[config.mk]
export PLATFORM = sky130hd
export DESIGN_NAME = mpa_bus_arbiter
export DESIGN_NICKNAME = d
export VERILOG_FILES = /design/src/rtl/mpa_pkg.sv /design/src/rtl/mpa_winner_pick.sv /design/src/rtl/mpa_tenure_ctr.sv /design/src/rtl/mpa_bus_arbiter.sv
export SDC_FILE = /design/constraint.sdc
export NUM_CORES = 1
export LEC_CHECK = 0
export ABC_AREA = 1
export BUFFER_PORTS_ARGS = -buffer_cell sky130_fd_sc_hd__buf_2
export CAP_MARGIN = 25
export CORE_UTILIZATION = 45
export CTS_CLUSTER_DIAMETER = 40
export CTS_CLUSTER_SIZE = 28
export DETAILED_ROUTE_END_ITERATION = 16
export PLACE_DENSITY = 0.71
export SLEW_MARGIN = 15
export SYNTH_ARGS = -nofsm -noshare
export SYNTH_HDL_FRONTEND = slang
export SYNTH_SLANG_ARGS = --single-unit
[constraint.sdc]
create_clock -name clk -period 3.1 [get_ports clk]
set_clock_uncertainty 0.15 [all_clocks]
set_input_delay 0.62 -clock clk [delete_from_list [all_inputs] [get_ports clk]]
set_output_delay 0.62 -clock clk [all_outputs]
set_load 0.1 [all_outputs]
[src/rtl/mpa_pkg.sv]
package mpa_pkg;
    localparam int unsigned MPA_NODES = 6;
    localparam int unsigned MPA_ID_W  = 3;
    localparam int unsigned MPA_TEN_W = 8;

    typedef enum logic {
        SCHEME_FIXED  = 1'b0,
        SCHEME_ROTATE = 1'b1
    } scheme_e;
endpackage

[src/rtl/mpa_winner_pick.sv]
module mpa_winner_pick
    import mpa_pkg::*;
#(
    parameter int unsigned N  = MPA_NODES,
    parameter int unsigned IW = MPA_ID_W
) (
    input  logic [N-1:0]  cand,
    input  logic [IW-1:0] start_idx,
    input  scheme_e       scheme,
    output logic [IW-1:0] win_idx,
    output logic          found
);
    logic [IW-1:0] base;
    logic [IW:0]   probe;

    always_comb begin
        base    = (scheme == SCHEME_ROTATE) ? start_idx : '0;
        found   = 1'b0;
        win_idx = '0;
        probe   = '0;
        for (int k = 0; k < N; k++) begin
            probe = {1'b0, base} + (IW+1)'(k);
            if (probe >= (IW+1)'(N)) begin
                probe = probe - (IW+1)'(N);
            end
            if (!found && cand[probe[IW-1:0]]) begin
                found   = 1'b1;
                win_idx = probe[IW-1:0];
            end
        end
    end
endmodule

[src/rtl/mpa_tenure_ctr.sv]
module mpa_tenure_ctr
    import mpa_pkg::*;
#(
    parameter int unsigned TW = MPA_TEN_W
) (
    input  logic          clk,
    input  logic          rst_n,
    input  logic          clear,
    input  logic [TW-1:0] limit,
    output logic          hit
);
    logic [TW-1:0] cnt_d, cnt_q;

    always_comb begin
        if (clear) begin
            cnt_d = '0;
        end else if (cnt_q == '1) begin
            cnt_d = cnt_q;
        end else begin
            cnt_d = cnt_q + 1'b1;
        end
    end

    always_ff @(posedge clk) begin
        if (!rst_n) begin
            cnt_q <= '0;
        end else begin
            cnt_q <= cnt_d;
        end
    end

    assign hit = (limit != '0) && (cnt_q >= limit);
endmodule

[src/rtl/mpa_bus_arbiter.sv]
module mpa_bus_arbiter
    import mpa_pkg::*;
#(
    parameter int unsigned N  = MPA_NODES,
    parameter int unsigned IW = MPA_ID_W,
    parameter int unsigned TW = MPA_TEN_W
) (
    input  logic          clk,
    input  logic          rst_n,
    input  logic [IW-1:0] node_id,
    input  logic          want_bus,
    input  logic [N-1:0]  req_lines,
    input  logic          rot_sel,
    input  logic          bus_lock,
    input  logic          core_pri,
    input  logic [TW-1:0] tenure_limit,
    output logic          req_out,
    output logic          granted,
    output logic [IW-1:0] master_id,
    output logic          xfer_cycle
);
    localparam logic [IW-1:0] LAST_IDX = IW'(N - 1);

    typedef struct packed {
        logic [IW-1:0] master_idx;
        logic [IW-1:0] head_idx;
        logic          xfer;
    } arb_state_t;

    arb_state_t    st_d, st_q;
    logic [N-1:0]  master_oh;
    logic [N-1:0]  others;
    logic          master_req;
    logic          yield;
    logic          handover;
    logic          tenure_hit;
    logic          pick_found;
    logic [IW-1:0] pick_idx;

    genvar g;
    generate
        for (g = 0; g < N; g++) begin : g_own
            assign master_oh[g] = (st_q.master_idx == IW'(g));
        end
    endgenerate

    assign others     = req_lines & ~master_oh;
    assign master_req = |(req_lines & master_oh);

    mpa_winner_pick #(.N(N), .IW(IW)) u_pick (
        .cand      (others),
        .start_idx (st_q.head_idx),
        .scheme    (scheme_e'(rot_sel)),
        .win_idx   (pick_idx),
        .found     (pick_found)
    );

    mpa_tenure_ctr #(.TW(TW)) u_tenure (
        .clk   (clk),
        .rst_n (rst_n),
        .clear (handover),
        .limit (tenure_limit),
        .hit   (tenure_hit)
    );

    always_comb begin
        yield    = !master_req || tenure_hit || core_pri;
        handover = !st_q.xfer && !bus_lock && pick_found && yield;
        st_d      = st_q;
        st_d.xfer = handover;
        if (handover) begin
            st_d.master_idx = pick_idx;
            st_d.head_idx   = (pick_idx == LAST_IDX) ? '0 : pick_idx + 1'b1;
        end
    end

    always_ff @(posedge clk) begin
        if (!rst_n) begin
            st_q <= '{master_idx: '0, head_idx: '0, xfer: 1'b0};
        end else begin
            st_q <= st_d;
        end
    end

    assign master_id  = st_q.master_idx + 1'b1;
    assign xfer_cycle = st_q.xfer;
    assign granted    = (master_id == node_id) && !st_q.xfer;
    assign req_out    = want_bus;
endmodule

==> metrics.txt <==
status finished clean; RD Place Congestion 0.883; Final Cycle Share 95.5%; final setup violation count 0; Clock Tree Buf Depth 2; Placement Setup Slack 0.0184 ns; post-synth top area share 15.7%; Site Rows 24; die area 0.00491 mm^2; Clock Sinks 15; number of diodes 0; Remaining DRCs 0; worst path arrival time 2.19 ns; # Post-CTS Setup Buffers 0; Area contributors post-synth nand2_1 (16%), dfxtp_1 (14%), ha_1 (13%), nand3_1 (9.8%), inv_1 (7.0%); Die Height 70.1 um; Post-Route WL 4670 um; Post-Syn Instances 318; clock network fraction of total power 8.0%; initial drt markers 99; via count 2111; Worst Max-Slew Pin Slew 0.530 ns; Cell Area, Synth 0.00208 mm^2; reg2reg setup slack 0.45 ns; vias in the first global route 1945; worst setup path class flop to output port; port bufs 26; Max Clock Freq 338 MHz; first-pass GRT wire length 8140 um; Comb power frac 77.6%; P_int 0.829 mW; CORE AREA 0.00441 mm^2; Top FF cell, synth dfxtp_1; clk_lat worst skew 0.24 ns; CTS buffer count 3; syn nets 363; FF-to-FF End st_q[3]; Via-to-Cell Ratio 5.15; Worst EP required 2.33 ns; reg2reg start st_q[6]; switching part of the total 57.3%; FF+latch count, synth 15; die width 70.1 um; Worst VDD drop 0.000378 V; register share of total power 14.4%; Critical Path End Type output port; EDFF count, synth 0; fillers 445; Final Max Tran Viols 0; post-synth top area cell nand2_1; most frequent cell after synthesis nand2_1; Setup crit start kind flop; layout cell share with drive strength beyond 1 28.8%; CTS tree built; Synth cell types 39; WL/cell 11.4 um; First-pass DRT Iterations 4; largest net degree at the start of global routing 13; Lkg Pwr 1.28 nW; I/O pin count 29; gr ovfl total 0; post-DP HPWL 4010 um; Crit. Startpoint st_q[6]; final hold violations 0; post_cts resized 0; total track usage 19.8%; Starting Density 47.2%; CP Capture Point granted; ys async rst share 0%; Post-DRT Antenna Nets 0; Crit Path Max Fanout 8; Post-Syn Area per Cell 6.56 um^2; CTS root buf clkbuf_8; min-delay src u_tenure.cnt_q[0]; area grow syn2layout 17.3%; synth warn 0; r2r worst-path depth 18; Post-CTS Hold Buffers 0; P_sw 1.11 mW; H-Tree Depth 1; Total Nets Final 404; clock slew at reported path FFs 0.07 ns; Final Critical Period 2.96 ns; pwr dens 795 mW/mm^2; Hold Slack 0.354 ns; MaxCap Viol Count 0; worst min path class flop to flop; RSZ-0062 raised after global routing false; final worst slack 0.139 ns; sequential area share after synthesis 14.4%; Worst slew margin 64.4%; initial antenna violation count 0; Post-synth top cells nand2_1 (87), nand3_1 (41), inv_1 (39)
[registers in the layout (all words and copies together), names as in the netlist]
register	cells
u_tenure.cnt_q	8
xfer_cycle	1
st_q	6
[layout by cell type, fill, tap and decap left out, drive strengths merged, types with 3 or more instances in the layout]
cell type | synthesis | routed
dfxtp | 15 | 15
nor4 | 3 | 3
ha | 22 | 22
nand4 | 12 | 12
clkbuf | 0 | 3
o21ai | 11 | 11
nand2 | 103 | 103
a21oi | 15 | 15
buf | 3 | 39
nand3 | 49 | 49
inv | 45 | 44
or2 | 3 | 3
clkinv | 3 | 4
nor3 | 4 | 4
nor2 | 16 | 16
[critical path, stage by stage, from the launching register on]
cell and delay [ns]:
dfxtp_1 0.41, clkinv_1 0.25, ha_1 0.40, xnor2_1 0.18, nor4_4 0.25, buf_2 0.46
[layout make-up]
class	instances	area, um^2	area share, %
flip-flops and latches	15	304	12.4
inverters	48	189	7.73
clock buffers	3	41.3	1.69
well taps	52	65.1	2.66
repair buffers	39	240	9.83
clock inverters	1	5.00	0.205
multi-input cells	252	1600	65.5
[worst min path at each step]
| stage | depth (start not counted) | end | slack, ns |
|---|---|---|---|
| floorplan | 2 | st_q[2] | 0.29 |
| global placement | 2 | u_tenure.cnt_q[0] | 0.34 |
| detailed placement | 2 | u_tenure.cnt_q[0] | 0.35 |
| CTS | 2 | u_tenure.cnt_q[0] | 0.36 |
| global route | 2 | u_tenure.cnt_q[0] | 0.37 |
| finish | 2 | u_tenure.cnt_q[0] | 0.35 |
[cells by family (layout without fill, tap and decap cells)]
logic type / Yosys count / in the layout / synth area share (%)
xor+xnor: 4 / 4 / 1.68
flops: 15 / 15 / 14.4
fa+ha+maj: 22 / 22 / 13.2
compound gates: 32 / 32 / 11.1
simple gates: 194 / 194 / 48.9
buf+inv: 51 / 91 / 10.7
[power groups by stage]
stage                     logic (mW)  clock network, mW  registers [mW]
after detailed placement        1.50                  0           0.282
final                           1.51              0.156           0.279
after floorplan                 1.22                  0           0.291
after global placement          1.49                  0           0.283
after global routing            1.68              0.169           0.285
after CTS                       1.51              0.159           0.279
[layer usage]
| layer | wire (um) | track usage, % |
|---|---|---|
| met1 | 2200 | 25.4 |
| met2 | 2340 | 36.4 |
| met3 | 94 | 1.30 |
| met4 | 29 | 3.56 |
| met5 | 0 | 0 |
[metrics by stage]
stage	area, um^2	TNS (ns)	power [mW]	instances	util [%]
floorplan	2130	-0.279	1.51	318	-
global placement	2390	0	1.78	406	54.2
detailed placement	2390	0	1.78	406	54.2
CTS	2440	0	1.95	410	55.3
global route	2440	0	2.14	410	55.4
finish	2440	0	1.94	410	55.4
Note: power is estimated with default switching activity, not from simulation.
